`config.mk`:
```
export PLATFORM = sky130hd
export DESIGN_NAME = cmo_unit
export DESIGN_NICKNAME = d
export VERILOG_FILES = /design/src/rtl/cmo_pkg.sv /design/src/rtl/cmo_mode_buf.sv /design/src/rtl/cmo_state.sv /design/src/rtl/cmo_pin_sel.sv /design/src/rtl/cmo_unit.sv
export SDC_FILE = /design/constraint.sdc
export NUM_CORES = 1
export LEC_CHECK = 0
export ABC_AREA = 1
export BUFFER_PORTS_ARGS = -buffer_cell sky130_fd_sc_hd__buf_2
export CAP_MARGIN = 25
export CORE_AREA = 2 2 39 41
export DETAILED_ROUTE_END_ITERATION = 7
export DIE_AREA = 0 0 41 43
export PLACE_DENSITY_LB_ADDON = 0.2
export SLEW_MARGIN = 40
export SYNTH_ARGS = -nofsm -noshare
export SYNTH_HDL_FRONTEND = slang
export SYNTH_SLANG_ARGS = --single-unit
```
`constraint.sdc`:
```
create_clock -name clk -period 1.05 [get_ports clk]
set_clock_uncertainty 0.05 [all_clocks]
set_input_delay 0.1575 -clock clk [delete_from_list [all_inputs] [get_ports clk]]
set_output_delay 0.1575 -clock clk [all_outputs]
set_load 0.02 [all_outputs]
```
`src/rtl/cmo_pkg.sv`:
```
package cmo_pkg;
   localparam int unsigned CMO_MODE_W = 2;

   typedef enum logic [CMO_MODE_W-1:0] {
      CMO_KEEP   = 2'b00,
      CMO_TOGGLE = 2'b01,
      CMO_CLEAR  = 2'b10,
      CMO_SET    = 2'b11
   } cmo_act_e;

   function automatic logic cmo_apply(input cmo_act_e act, input logic cur);
      case (act)
         CMO_TOGGLE: cmo_apply = ~cur;
         CMO_CLEAR:  cmo_apply = 1'b0;
         CMO_SET:    cmo_apply = 1'b1;
         default:    cmo_apply = cur;
      endcase
   endfunction
endpackage

```
`src/rtl/cmo_mode_buf.sv`:
```
module cmo_mode_buf
   import cmo_pkg::*;
#(
   parameter int unsigned MODE_W = CMO_MODE_W
) (
   input  logic              clk,
   input  logic              rst_n,
   input  logic              load_i,
   input  logic [MODE_W-1:0] pend_i,
   output logic [MODE_W-1:0] act_o
);
   localparam logic [MODE_W-1:0] IDLE = '0;

   logic [MODE_W-1:0] act_q;

   always_ff @(posedge clk) begin
      if (!rst_n)      act_q <= IDLE;
      else if (load_i) act_q <= pend_i;
   end

   assign act_o = act_q;
endmodule

```
`src/rtl/cmo_state.sv`:
```
module cmo_state
   import cmo_pkg::*;
#(
   parameter int unsigned MODE_W = CMO_MODE_W
) (
   input  logic              clk,
   input  logic              rst_n,
   input  logic              match_i,
   input  logic              force_i,
   input  logic              pwm_i,
   input  logic [MODE_W-1:0] mode_i,
   output logic              oc_o
);
   logic oc_q;
   logic event_w;
   logic oc_nxt;

   assign event_w = match_i | (force_i & ~pwm_i);

   always_comb begin
      oc_nxt = oc_q;
      if (event_w) oc_nxt = cmo_apply(cmo_act_e'(mode_i), oc_q);
   end

   always_ff @(posedge clk) begin
      if (!rst_n) oc_q <= 1'b0;
      else        oc_q <= oc_nxt;
   end

   assign oc_o = oc_q;
endmodule

```
`src/rtl/cmo_pin_sel.sv`:
```
module cmo_pin_sel #(
   parameter int unsigned MODE_W = 2
) (
   input  logic [MODE_W-1:0] act_i,
   input  logic              oc_i,
   input  logic              port_data_i,
   input  logic              port_dir_i,
   output logic              pin_o,
   output logic              pin_oe_o
);
   logic takeover;

   assign takeover = |act_i;
   assign pin_o    = takeover ? oc_i : port_data_i;
   assign pin_oe_o = port_dir_i;
endmodule

```
`src/rtl/cmo_unit.sv`:
```
module cmo_unit
   import cmo_pkg::*;
#(
   parameter int unsigned MODE_W = CMO_MODE_W
) (
   input  logic              clk,
   input  logic              rst_n,
   input  logic              match_i,
   input  logic [MODE_W-1:0] mode_i,
   input  logic              force_i,
   input  logic              pwm_i,
   input  logic              port_data_i,
   input  logic              port_dir_i,
   output logic              oc_q_o,
   output logic              pin_o,
   output logic              pin_oe_o
);
   generate
      if (MODE_W != CMO_MODE_W) begin : g_bad_width
         $error("cmo_unit: MODE_W must equal the package action width");
      end
   endgenerate

   logic [MODE_W-1:0] act_w;
   logic              oc_w;

   cmo_mode_buf #(.MODE_W(MODE_W)) u_buf (
      .clk    (clk),
      .rst_n  (rst_n),
      .load_i (match_i),
      .pend_i (mode_i),
      .act_o  (act_w)
   );

   cmo_state #(.MODE_W(MODE_W)) u_state (
      .clk     (clk),
      .rst_n   (rst_n),
      .match_i (match_i),
      .force_i (force_i),
      .pwm_i   (pwm_i),
      .mode_i  (mode_i),
      .oc_o    (oc_w)
   );

   cmo_pin_sel #(.MODE_W(MODE_W)) u_pin (
      .act_i       (act_w),
      .oc_i        (oc_w),
      .port_data_i (port_data_i),
      .port_dir_i  (port_dir_i),
      .pin_o       (pin_o),
      .pin_oe_o    (pin_oe_o)
   );

   assign oc_q_o = oc_w;
endmodule

```
==> results of run 1 <==
registers in the layout, indices dropped and copies added, names as in the netlist:
name	flops
u_buf.act_o	2
u_state.oc_o	1
worst max-delay path, cell delays in order, from the launching register on:
cell and delay (ps):
sky130_fd_sc_hd__dfxtp_2 310, sky130_fd_sc_hd__nor2_2 110, sky130_fd_sc_hd__mux2_4 310, sky130_fd_sc_hd__buf_6 130
through the flow:
stage	setup slack (ps)	util, %
global route	-286.1	19.26
global placement	-29.04	16.27
CTS	-264.2	19.08
floorplan	69.20	-
finish	-251.4	19.26
detailed placement	-35.93	16.27
logic make-up after synthesis:
kind of cell,share of synthesized area [%]
DFF,35.82
muxes,6.716
buffers and inverters,15.67
AOI/OAI and AO/OA,14.92
and+or+nand+nor,26.86
layer usage:
metal	vias to the layer above	wire length, µm
met2	12	143
li1	102	-
met4	0	0
met5	-	0
met3	0	56
met1	65	228
cells in the final DEF, fill, tap and decap left out, types with 2 or more instances in the layout:
cell type / count
sky130_fd_sc_hd__o21ai_0: 2
sky130_fd_sc_hd__dfxtp_2: 2
sky130_fd_sc_hd__nor2_1: 3
sky130_fd_sc_hd__buf_2: 8
sky130_fd_sc_hd__clkbuf_4: 3
sky130_fd_sc_hd__inv_1: 4
sky130_fd_sc_hd__nand2_1: 4
sky130_fd_sc_hd__a21oi_1: 3
power by group:
part / switching (mW) / internal (mW)
Sequential: 0.00761 / 0.124
Combinational: 0.0368 / 0.0371
Clock: 0.0564 / 0.142
worst min-delay path by stage:
stage	startpoint	endpoint	slack (ps)	cells after the start
2_1_floorplan	match_i	u_buf.act_o[0]$_SDFFE_PN0P_	200	1
3_3_place_gp	port_dir_i	pin_oe_o	270	0
3_5_place_dp	port_dir_i	pin_oe_o	270	0
4_1_cts	rst_n	u_state.oc_o$_SDFFE_PN0P_	110	3
5_1_grt	rst_n	u_state.oc_o$_SDFFE_PN0P_	120	3
6_report	rst_n	u_state.oc_o$_SDFFE_PN0P_	110	3
repair_timing:
| item | 4_1_cts | 5_1_grt |
|---|---|---|
| pin swaps | 1 | 0 |
| buffers inserted | 0 | 0 |
| endpoints found under the setup margin | 2 | 2 |
| resized for setup | 4 | 2 |
final cells by class:
| type | instances | area share, % |
|---|---|---|
| multi-input combinational | 16 | 32.86 |
| inverter | 5 | 7.042 |
| clock buffer | 4 | 9.859 |
| tap | 16 | 7.512 |
| timing repair buffer | 9 | 19.25 |
| sequential | 3 | 23.47 |
==> impl_metrics.xml, run 1 <==
<?xml version="1.0" encoding="UTF-8"?>
<metrics>
  <group name="drt">
    <metric name="routed-via-count" unit="">179</metric>
    <metric name="via_per_inst" unit="">3.377</metric>
    <metric name="remaining_drc_errors" unit="">0</metric>
    <metric name="drt-initial-drc-count" unit="">2</metric>
    <metric name="finalWirelength" unit="µm">428</metric>
    <metric name="detail_route.wl_per_cell" unit="µm">8.075</metric>
    <metric name="drt_first_pass_iters" unit="">4</metric>
    <metric name="final_antenna_net_count" unit="">0</metric>
  </group>
  <group name="clock_network">
    <metric name="clkLatencyLatePin" unit="ps">230</metric>
    <metric name="clockRootBuffer" unit="">sky130_fd_sc_hd__clkbuf_4</metric>
    <metric name="tritoncts" unit="">built</metric>
    <metric name="htree_num_levels" unit="">1</metric>
    <metric name="holdBufCountCts" unit="">0</metric>
    <metric name="cts-buffers-inserted" unit="">3</metric>
    <metric name="clockBufferDepth" unit="">2</metric>
    <metric name="clock-sinks" unit="">3</metric>
    <metric name="cts.reportedPaths.clkPinSlew" unit="ps">40</metric>
  </group>
  <group name="critical_path">
    <metric name="timing.rr.start" unit="">u_state.oc_o$_SDFFE_PN0P_</metric>
    <metric name="arrival" unit="ps">1090</metric>
    <metric name="reg2reg_slack" unit="ps">230</metric>
    <metric name="cp-endpoint" unit="">pin_o</metric>
    <metric name="timing.critical_path.to_type" unit="">output pin</metric>
    <metric name="cp-start-kind" unit="">register</metric>
    <metric name="critPathRequiredTime" unit="ps">840</metric>
    <metric name="worstRegToRegCells" unit="">5</metric>
    <metric name="setup.worst_path.class" unit="">reg -&gt; out</metric>
    <metric name="path_max_fanout" unit="">2</metric>
    <metric name="critPathLaunch" unit="">u_buf.act_o[0]$_SDFFE_PN0P_</metric>
    <metric name="r2r_end" unit="">u_state.oc_o$_SDFFE_PN0P_</metric>
  </group>
  <group name="finish">
    <metric name="fraction_of_final_layout_cells_with_drive_strength_greater_than_1" unit="%">48.65</metric>
    <metric name="number_of_fill_cells_in_the_layout" unit="">167</metric>
    <metric name="finish.net_count" unit="">47</metric>
    <metric name="post-route-cell-area" unit="µm²">266.5</metric>
    <metric name="finalNonFillerCells" unit="">53</metric>
    <metric name="syn_to_final_growth" unit="%">58.96</metric>
    <metric name="ff_latch_area" unit="µm²">62.56</metric>
    <metric name="antennaDiodeCount" unit="">0</metric>
    <metric name="multi_input_comb_area" unit="µm²">87.58</metric>
  </group>
  <group name="placement">
    <metric name="number_of_input_and_output_port_buffers_inserted" unit="">9</metric>
    <metric name="dp_hpwl" unit="µm">335.2</metric>
    <metric name="area_after_dpl" unit="µm²">225.2</metric>
    <metric name="gpl.final_weighted_congestion" unit="">0.5745</metric>
    <metric name="dpl.cell_count" unit="">49</metric>
  </group>
  <group name="pwr">
    <metric name="power.density" unit="nW/µm²">1517</metric>
    <metric name="total_power" unit="mW">0.4044</metric>
    <metric name="leakagePower" unit="nW">0.1435</metric>
    <metric name="worst_ir_drop_vdd" unit="mV">0.5486</metric>
  </group>
  <group name="global_route">
    <metric name="routing_usage_on_met2" unit="%">6.250</metric>
    <metric name="grt_max_degree" unit="">7</metric>
    <metric name="grtUsageMet3" unit="%">1.571</metric>
    <metric name="grt_pass1_vias" unit="">178</metric>
    <metric name="grt_util_all_layers" unit="%">6.106</metric>
    <metric name="first_pass_grt_wire_length" unit="µm">648</metric>
    <metric name="gr-usage-met1" unit="%">8.280</metric>
    <metric name="congestion_overflow_gr" unit="">0</metric>
    <metric name="number_of_antenna_violations_at_the_first_check_in_global_routing" unit="">0</metric>
    <metric name="busiest_layer" unit="">met1</metric>
  </group>
  <group name="sta">
    <metric name="report.final.hold_viol_count" unit="">0</metric>
    <metric name="timing.final.max_slew_violations" unit="">0</metric>
    <metric name="final_cycle_utilization_of_the_critical_path" unit="%">123.9</metric>
    <metric name="min_period" unit="ps">1301</metric>
    <metric name="slew_of_the_pin_with_the_lowest_slew_margin" unit="ps">131.3</metric>
    <metric name="fin_tns_setup" unit="ps">-251.4</metric>
    <metric name="final.setup.worst_slack" unit="ps">-251.4</metric>
    <metric name="fmax" unit="GHz">0.7684</metric>
    <metric name="hold_ws" unit="ps">108.6</metric>
    <metric name="slew_headroom" unit="%">91.16</metric>
    <metric name="report.final.setup_viol" unit="">1</metric>
    <metric name="grt_setup_unrepaired" unit="">true</metric>
  </group>
  <group name="floorplanning">
    <metric name="floorplan.io_pins" unit="">12</metric>
    <metric name="chipHeight" unit="µm">43</metric>
    <metric name="die_x" unit="µm">41</metric>
    <metric name="site_rows" unit="">14</metric>
    <metric name="die-area" unit="µm²">1763</metric>
    <metric name="initial_core_util" unit="%">12.12</metric>
    <metric name="placeableCoreArea" unit="µm²">1384</metric>
  </group>
  <group name="outcome">
    <metric name="violations" unit="">negative setup slack</metric>
    <metric name="status" unit="">complete, but fails checks</metric>
  </group>
  <group name="logic_synthesis">
    <metric name="synth_edf_count" unit="">0</metric>
    <metric name="yosys-top-cells-count" unit="">sky130_fd_sc_hd__inv_1 (4), sky130_fd_sc_hd__nand2_1 (4), sky130_fd_sc_hd__nor2_1 (4), sky130_fd_sc_hd__a21oi_1 (3), sky130_fd_sc_hd__dfxtp_1 (3)</metric>
    <metric name="synth_cell_type_count" unit="">11</metric>
    <metric name="ys_ff_latch" unit="">3</metric>
    <metric name="synth_top_cells_by_area" unit="">sky130_fd_sc_hd__dfxtp_1 (36%), sky130_fd_sc_hd__a21oi_1 (9.0%), sky130_fd_sc_hd__inv_1 (9.0%), sky130_fd_sc_hd__nand2_1 (9.0%), sky130_fd_sc_hd__nor2_1 (9.0%)</metric>
    <metric name="synth_ff_type" unit="">sky130_fd_sc_hd__dfxtp_1</metric>
    <metric name="synth_cells" unit="">25</metric>
    <metric name="postSynth.asyncResetShare" unit="%">0</metric>
    <metric name="synth_fp_nets" unit="">34</metric>
    <metric name="synth_sequential_area_ratio" unit="%">35.82</metric>
    <metric name="synth.yosys.warnings" unit="">0</metric>
    <metric name="synth_top_cell_by_area" unit="">sky130_fd_sc_hd__dfxtp_1</metric>
    <metric name="synthDominantCellAreaShare" unit="%">35.82</metric>
    <metric name="post_synth.cell_area_avg" unit="µm²">6.706</metric>
    <metric name="mappedNetlistArea" unit="µm²">167.7</metric>
  </group>
  <group name="min_path">
    <metric name="timing.hold.worst.class" unit="">in -&gt; reg</metric>
  </group>
  <group name="flow_run">
    <metric name="cap_viol_max_count" unit="">0</metric>
  </group>
</metrics>
No activity file was read; power rests on OpenSTA's default activity.
==> run 2: changes to the inputs <==
==> constraint.sdc (replaced) <==
create_clock -name clk -period 1.2 [get_ports clk]
set_clock_uncertainty 0.05 [all_clocks]
set_input_delay 0.18 -clock clk [delete_from_list [all_inputs] [get_ports clk]]
set_output_delay 0.18 -clock clk [all_outputs]
set_load 0.02 [all_outputs]
==> run 2 against run 1 <==
Effect of this change:
- the run still ends with negative setup slack left
- flip-flop and latch count did not move
- hold slack gained 30 ps
- sequential power is 13% lower
- register-to-register slack improved by 80 ps
- critical endpoint unchanged
- largest cell class unchanged
- highest routed layer unchanged
==> impl_metrics.xml, run 2 (synthesis results as in run 1) <==
<?xml version="1.0" encoding="UTF-8"?>
<metrics>
  <group name="min_path">
    <metric name="timing.hold.worst.class" unit="">in -&gt; reg</metric>
  </group>
  <group name="placement">
    <metric name="dpl.cell_count" unit="">49</metric>
    <metric name="placement.setup.worst_slack" unit="ps">91.57</metric>
    <metric name="area_after_dpl" unit="µm²">225.2</metric>
    <metric name="dp_hpwl" unit="µm">335.2</metric>
    <metric name="gpl.final_weighted_congestion" unit="">0.5744</metric>
    <metric name="number_of_input_and_output_port_buffers_inserted" unit="">9</metric>
  </group>
  <group name="sta">
    <metric name="report.final.hold_viol_count" unit="">0</metric>
    <metric name="timing.final.max_slew_violations" unit="">0</metric>
    <metric name="grt_setup_unrepaired" unit="">true</metric>
    <metric name="report.final.setup_viol" unit="">1</metric>
    <metric name="fmax" unit="GHz">0.7553</metric>
    <metric name="final_cycle_utilization_of_the_critical_path" unit="%">110.3</metric>
    <metric name="slew_headroom" unit="%">85.68</metric>
    <metric name="min_period" unit="ps">1324</metric>
    <metric name="hold_ws" unit="ps">138.1</metric>
    <metric name="final.setup.worst_slack" unit="ps">-123.9</metric>
    <metric name="slew_of_the_pin_with_the_lowest_slew_margin" unit="ps">214.5</metric>
    <metric name="fin_tns_setup" unit="ps">-123.9</metric>
  </group>
  <group name="drt">
    <metric name="final_antenna_net_count" unit="">0</metric>
    <metric name="top_layer" unit="">met3</metric>
    <metric name="finalWirelength" unit="µm">426</metric>
    <metric name="met2_routed_wirelength" unit="µm">143</metric>
    <metric name="drt-initial-drc-count" unit="">2</metric>
    <metric name="routed-wl-met3" unit="µm">56</metric>
    <metric name="via_per_inst" unit="">3.396</metric>
    <metric name="wl_met1" unit="µm">226</metric>
    <metric name="drt_first_pass_iters" unit="">4</metric>
    <metric name="detail_route.wl_per_cell" unit="µm">8.038</metric>
    <metric name="remaining_drc_errors" unit="">0</metric>
    <metric name="routed-via-count" unit="">180</metric>
  </group>
  <group name="global_route">
    <metric name="first_pass_grt_wire_length" unit="µm">648</metric>
    <metric name="grt_pass1_vias" unit="">178</metric>
    <metric name="grt_max_degree" unit="">7</metric>
    <metric name="number_of_antenna_violations_at_the_first_check_in_global_routing" unit="">0</metric>
    <metric name="grt_util_all_layers" unit="%">6.106</metric>
    <metric name="congestion_overflow_gr" unit="">0</metric>
  </group>
  <group name="critical_path">
    <metric name="timing.critical_path.to_type" unit="">output pin</metric>
    <metric name="critPathRequiredTime" unit="ps">970</metric>
    <metric name="path_max_fanout" unit="">2</metric>
    <metric name="arrival" unit="ps">1090</metric>
    <metric name="setup.worst_path.class" unit="">reg -&gt; out</metric>
    <metric name="cp-start-kind" unit="">register</metric>
  </group>
  <group name="floorplanning">
    <metric name="die_x" unit="µm">41</metric>
    <metric name="die-area" unit="µm²">1763</metric>
    <metric name="site_rows" unit="">14</metric>
    <metric name="chipHeight" unit="µm">43</metric>
    <metric name="floorplan.io_pins" unit="">12</metric>
    <metric name="placeableCoreArea" unit="µm²">1384</metric>
    <metric name="initial_core_util" unit="%">12.12</metric>
  </group>
  <group name="pwr">
    <metric name="total_power" unit="mW">0.3530</metric>
    <metric name="leakagePower" unit="nW">0.1431</metric>
    <metric name="worst_ir_drop_vdd" unit="mV">0.4800</metric>
    <metric name="power.density" unit="nW/µm²">1331</metric>
  </group>
  <group name="finish">
    <metric name="layout_commonest_cell" unit="">sky130_fd_sc_hd__buf_2</metric>
    <metric name="layout.core_utilization" unit="%">19.17</metric>
    <metric name="number_of_fill_cells_in_the_layout" unit="">167</metric>
    <metric name="fraction_of_final_layout_cells_with_drive_strength_greater_than_1" unit="%">45.95</metric>
    <metric name="finish.net_count" unit="">47</metric>
    <metric name="largest_register_ffs" unit="">2</metric>
    <metric name="post-route-cell-area" unit="µm²">265.3</metric>
    <metric name="commonest_non_fill_non_tap_cells_in_the_layout" unit="">sky130_fd_sc_hd__buf_2 (8), sky130_fd_sc_hd__inv_1 (4), sky130_fd_sc_hd__nand2_1 (4)</metric>
    <metric name="syn_to_final_growth" unit="%">58.21</metric>
    <metric name="antennaDiodeCount" unit="">0</metric>
    <metric name="finalNonFillerCells" unit="">53</metric>
  </group>
  <group name="clock_network">
    <metric name="tritoncts" unit="">built</metric>
    <metric name="cts.reportedPaths.clkPinSlew" unit="ps">40</metric>
    <metric name="clock-sinks" unit="">3</metric>
    <metric name="clockRootBuffer" unit="">sky130_fd_sc_hd__clkbuf_4</metric>
    <metric name="clockBufferDepth" unit="">2</metric>
    <metric name="htree_num_levels" unit="">1</metric>
    <metric name="holdBufCountCts" unit="">0</metric>
    <metric name="cts-buffers-inserted" unit="">3</metric>
    <metric name="clkLatencyLatePin" unit="ps">230</metric>
  </group>
  <group name="outcome">
    <metric name="violations" unit="">negative setup slack</metric>
    <metric name="status" unit="">complete, but fails checks</metric>
  </group>
  <group name="flow_run">
    <metric name="cap_viol_max_count" unit="">0</metric>
  </group>
</metrics>
run 2: cell types whose count changed in the layout (fill, tap and decap cells not counted):
cell,previous run,this run
sky130_fd_sc_hd__dfxtp_1,1,2
sky130_fd_sc_hd__dfxtp_2,2,1
run 2: routing by layer:
layer	track usage [%]	vias to the layer above
met4	8.000	0
met5	0	-
li1	-	102
met2	6.250	12
met1	8.280	66
met3	1.571	0
run 2: critical path: stages (launching register included):
cell and delay, ps:
sky130_fd_sc_hd__dfxtp_2 310, sky130_fd_sc_hd__nor2_2 110, sky130_fd_sc_hd__mux2_4 310, sky130_fd_sc_hd__buf_6 130
run 2: repair_timing:
action | 4_1_cts | 5_1_grt
pin swaps | 1 | 0
buffers inserted | 0 | 0
gates cloned | 0 | 0
gates resized for setup | 4 | 1
endpoints found under the setup margin | 1 | 1
run 2: path summary, 6_finish.rpt:
path / slack (ps) / from / depth (start not counted) / end
max: -120 / u_buf.act_o[0]$_SDFFE_PN0P_ / 3 / pin_o
min: 140 / rst_n / 3 / u_state.oc_o$_SDFFE_PN0P_
max reg2reg: 310 / u_state.oc_o$_SDFFE_PN0P_ / 5 / u_state.oc_o$_SDFFE_PN0P_
min reg2reg: 480 / u_buf.act_o[0]$_SDFFE_PN0P_ / 2 / u_buf.act_o[0]$_SDFFE_PN0P_
run 2: area by class of cell:
class | count | area [µm²] | share of cell area (%)
Timing Repair Buffer | 9 | 51.30 | 19.34
Clock buffer | 4 | 26.28 | 9.906
Sequential cell | 3 | 61.31 | 23.11
Inverter | 5 | 18.77 | 7.075
Multi-Input combinational cell | 16 | 87.58 | 33.02
Tap cell | 16 | 20.02 | 7.547
run 2: power breakdown:
group	total (mW)	internal [mW]	leakage, nW	switching [mW]
logic	0.0646	0.0324	0.103	0.0322
clock network	0.174	0.124	0.0150	0.0491
registers	0.115	0.108	0.0252	0.00676
total	0.353	0.265	0.143	0.0881
==> run 3: changes to the inputs <==
==> constraint.sdc (replaced) <==
create_clock -name clk -period 1.2 [get_ports clk]
set_clock_uncertainty 0.05 [all_clocks]
set_input_delay 0.18 -clock clk [delete_from_list [all_inputs] [get_ports clk]]
set_output_delay 0.18 -clock clk [all_outputs]
set_load 0.05 [all_outputs]
==> run 3 against run 2 <==
Effect of this change:
- the flow still finishes with violations (negative setup slack)
- critical path depth unchanged
- first-iteration DRC count decreased by 100%
- flip-flop and latch count is the same
- sequential share of layout area down 0.39 points
- setup slack got worse by 24 ps
- clock-buffer cell count did not move
- global-route usage is 0.30 points higher
- non-clock buffer count unchanged
- via count increased by 1.7%
- die area stayed put
- combinational power is 31% higher
- critical path type unchanged
==> impl_metrics.xml, run 3 (synthesis results as in run 1) <==
<?xml version="1.0" encoding="UTF-8"?>
<metrics>
  <group name="floorplanning">
    <metric name="initial_core_util" unit="%">12.12</metric>
    <metric name="die-area" unit="µm²">1763</metric>
    <metric name="placeableCoreArea" unit="µm²">1384</metric>
    <metric name="site_rows" unit="">14</metric>
    <metric name="floorplan.io_pins" unit="">12</metric>
    <metric name="die_x" unit="µm">41</metric>
    <metric name="chipHeight" unit="µm">43</metric>
  </group>
  <group name="sta">
    <metric name="grt_setup_unrepaired" unit="">true</metric>
    <metric name="timing.final.max_slew_violations" unit="">0</metric>
    <metric name="final.setup.worst_slack" unit="ps">-147.7</metric>
    <metric name="hold_ws" unit="ps">134.4</metric>
    <metric name="report.final.setup_viol" unit="">1</metric>
    <metric name="slew_headroom" unit="%">83.65</metric>
    <metric name="fmax" unit="GHz">0.7420</metric>
    <metric name="min_period" unit="ps">1348</metric>
    <metric name="slew_of_the_pin_with_the_lowest_slew_margin" unit="ps">246.9</metric>
    <metric name="final_cycle_utilization_of_the_critical_path" unit="%">112.3</metric>
    <metric name="report.final.hold_viol_count" unit="">0</metric>
  </group>
  <group name="placement">
    <metric name="gpl.final_weighted_congestion" unit="">0.5730</metric>
    <metric name="dpl.cell_count" unit="">49</metric>
    <metric name="number_of_input_and_output_port_buffers_inserted" unit="">9</metric>
    <metric name="dp_hpwl" unit="µm">334.3</metric>
  </group>
  <group name="drt">
    <metric name="detail_route.wl_per_cell" unit="µm">8.094</metric>
    <metric name="finalWirelength" unit="µm">429</metric>
    <metric name="drt_first_pass_iters" unit="">1</metric>
    <metric name="via_per_inst" unit="">3.453</metric>
    <metric name="final_antenna_net_count" unit="">0</metric>
    <metric name="routed-via-count" unit="">183</metric>
    <metric name="drt-initial-drc-count" unit="">0</metric>
    <metric name="remaining_drc_errors" unit="">0</metric>
  </group>
  <group name="critical_path">
    <metric name="crit_family" unit="">flip-flops</metric>
    <metric name="reg2reg_slack" unit="ps">380</metric>
    <metric name="critPathRequiredTime" unit="ps">970</metric>
    <metric name="worstRegToRegCells" unit="">5</metric>
    <metric name="worst_path_largest_cell_delay" unit="ps">320</metric>
    <metric name="arrival" unit="ps">1120</metric>
    <metric name="setup.worst_path.class" unit="">reg -&gt; out</metric>
    <metric name="crit_path_cell_trace" unit="">nor2_4 -&gt; mux2_4 -&gt; buf_8</metric>
    <metric name="path_max_fanout" unit="">2</metric>
    <metric name="r2r_end" unit="">u_state.oc_o$_SDFFE_PN0P_</metric>
    <metric name="cp-start-kind" unit="">register</metric>
    <metric name="timing.rr.start" unit="">u_state.oc_o$_SDFFE_PN0P_</metric>
    <metric name="worstPathBufferInverterCount" unit="">1</metric>
    <metric name="worst_path_max_delay_cell" unit="">sky130_fd_sc_hd__dfxtp_2</metric>
    <metric name="timing.critical_path.to_type" unit="">output pin</metric>
  </group>
  <group name="clock_network">
    <metric name="clock-sinks" unit="">3</metric>
    <metric name="tritoncts" unit="">built</metric>
    <metric name="htree_num_levels" unit="">1</metric>
    <metric name="clockRootBuffer" unit="">sky130_fd_sc_hd__clkbuf_4</metric>
    <metric name="postCtsSetupBuffers" unit="">0</metric>
    <metric name="clkLatencyLatePin" unit="ps">230</metric>
    <metric name="cts.reportedPaths.clkPinSlew" unit="ps">40</metric>
    <metric name="clockBufferDepth" unit="">2</metric>
    <metric name="cts-buffers-inserted" unit="">3</metric>
    <metric name="holdBufCountCts" unit="">0</metric>
  </group>
  <group name="outcome">
    <metric name="violations" unit="">negative setup slack</metric>
    <metric name="status" unit="">complete, but fails checks</metric>
  </group>
  <group name="finish">
    <metric name="antennaDiodeCount" unit="">0</metric>
    <metric name="syn_to_final_growth" unit="%">64.18</metric>
    <metric name="layout_commonest_cell" unit="">sky130_fd_sc_hd__buf_2</metric>
    <metric name="finish.net_count" unit="">47</metric>
    <metric name="finalNonFillerCells" unit="">53</metric>
    <metric name="largest_register_ffs" unit="">2</metric>
    <metric name="fraction_of_final_layout_cells_with_drive_strength_greater_than_1" unit="%">48.65</metric>
    <metric name="number_of_fill_cells_in_the_layout" unit="">164</metric>
    <metric name="commonest_non_fill_non_tap_cells_in_the_layout" unit="">sky130_fd_sc_hd__buf_2 (8), sky130_fd_sc_hd__inv_1 (4), sky130_fd_sc_hd__nand2_1 (4)</metric>
  </group>
  <group name="global_route">
    <metric name="grt_max_degree" unit="">7</metric>
    <metric name="first_pass_grt_wire_length" unit="µm">683</metric>
    <metric name="grt_pass1_vias" unit="">179</metric>
    <metric name="congestion_overflow_gr" unit="">0</metric>
    <metric name="number_of_antenna_violations_at_the_first_check_in_global_routing" unit="">0</metric>
    <metric name="grt_util_all_layers" unit="%">6.406</metric>
  </group>
  <group name="pwr">
    <metric name="clock_power_share" unit="%">46.2</metric>
    <metric name="internal-power" unit="mW">0.2701</metric>
    <metric name="power.density" unit="nW/µm²">1363</metric>
    <metric name="leakagePower" unit="nW">0.1462</metric>
    <metric name="switching_power" unit="mW">0.1049</metric>
    <metric name="power_share_of_the_combinational_group" unit="%">22.5</metric>
    <metric name="power.share.switching" unit="%">27.98</metric>
    <metric name="total_power" unit="mW">0.3750</metric>
    <metric name="worst_ir_drop_vdd" unit="mV">0.4674</metric>
    <metric name="sequentialPowerShare" unit="%">31.3</metric>
  </group>
  <group name="min_path">
    <metric name="timing.hold.worst.class" unit="">in -&gt; reg</metric>
    <metric name="holdPathStages" unit="">3</metric>
    <metric name="worstHoldEndpoint" unit="">u_state.oc_o$_SDFFE_PN0P_</metric>
    <metric name="holdCritStartpoint" unit="">rst_n</metric>
  </group>
  <group name="flow_run">
    <metric name="cap_viol_max_count" unit="">0</metric>
  </group>
</metrics>
## run 3: cell counts in the layout (fill, tap and decap cells not counted)
Identical to the previous run, type by type.
## run 3: how the worst max path moves through the flow
stage | startpoint | endpoint | depth (start not counted)
after floorplan | u_state.oc_o$_SDFFE_PN0P_ | pin_o | 1
after global placement | u_buf.act_o[1]$_SDFFE_PN0P_ | pin_o | 3
after detailed placement | u_buf.act_o[1]$_SDFFE_PN0P_ | pin_o | 3
after CTS | u_buf.act_o[0]$_SDFFE_PN0P_ | pin_o | 3
after global routing | u_buf.act_o[0]$_SDFFE_PN0P_ | pin_o | 3
final | u_buf.act_o[0]$_SDFFE_PN0P_ | pin_o | 3
## run 3: cell type report
| type | count | area (µm²) | area share [%] |
|---|---|---|---|
| multi-input combinational | 16 | 92.59 | 33.64 |
| clock buffer | 4 | 26.28 | 9.545 |
| sequential | 3 | 62.56 | 22.73 |
| inverter | 5 | 18.77 | 6.818 |
| timing repair buffer | 9 | 55.05 | 20.00 |
| tap | 16 | 20.02 | 7.273 |
## run 3: stage by stage
stage	cell area (µm²)	utilization (%)	TNS [ps]	setup WS, ps
after floorplan	168.9	-	0	82.08
after global placement	226.5	16.37	0	44.96
after detailed placement	226.5	16.37	0	42.90
after CTS	270.3	19.53	-160.9	-160.9
after global routing	275.3	19.89	-179.2	-179.2
final	275.3	19.89	-147.7	-147.7
## run 3: power groups by stage
| stage | Sequential [mW] | Clock (mW) | Combinational (mW) |
|---|---|---|---|
| finish | 0.117 | 0.173 | 0.0844 |
| global route | 0.118 | 0.187 | 0.0921 |
| CTS | 0.116 | 0.186 | 0.0841 |
| detailed placement | 0.116 | 0 | 0.0706 |
| global placement | 0.116 | 0 | 0.0706 |
| floorplan | 0.123 | 0 | 0.0470 |
## run 3: timing repair
item / in CTS / in global routing
pin swaps: 1 / 0
endpoints found under the hold margin: 0 / 0
gates resized for setup: 6 / 1
cloned: 0 / 0
endpoints found under the setup margin: 1 / 1
## run 3: worst register-to-register path, delay by kind of cell, from the launching register on
| family | cells | cell delay [ps] |
|---|---|---|
| DFF | 1 | 370 |
| and+or+nand+nor | 5 | 290 |
## run 3: layer usage
layer  vias to the layer above  share of wire, %  track usage [%]  routed length [µm]
met5                         -                 0                0                   0
met4                         0                 0            8.000                   0
met3                         0                14            1.571                  61
met2                        10                37            7.187                 159
met1                        72                49            8.280                 209
li1                        101                 -                -                   -
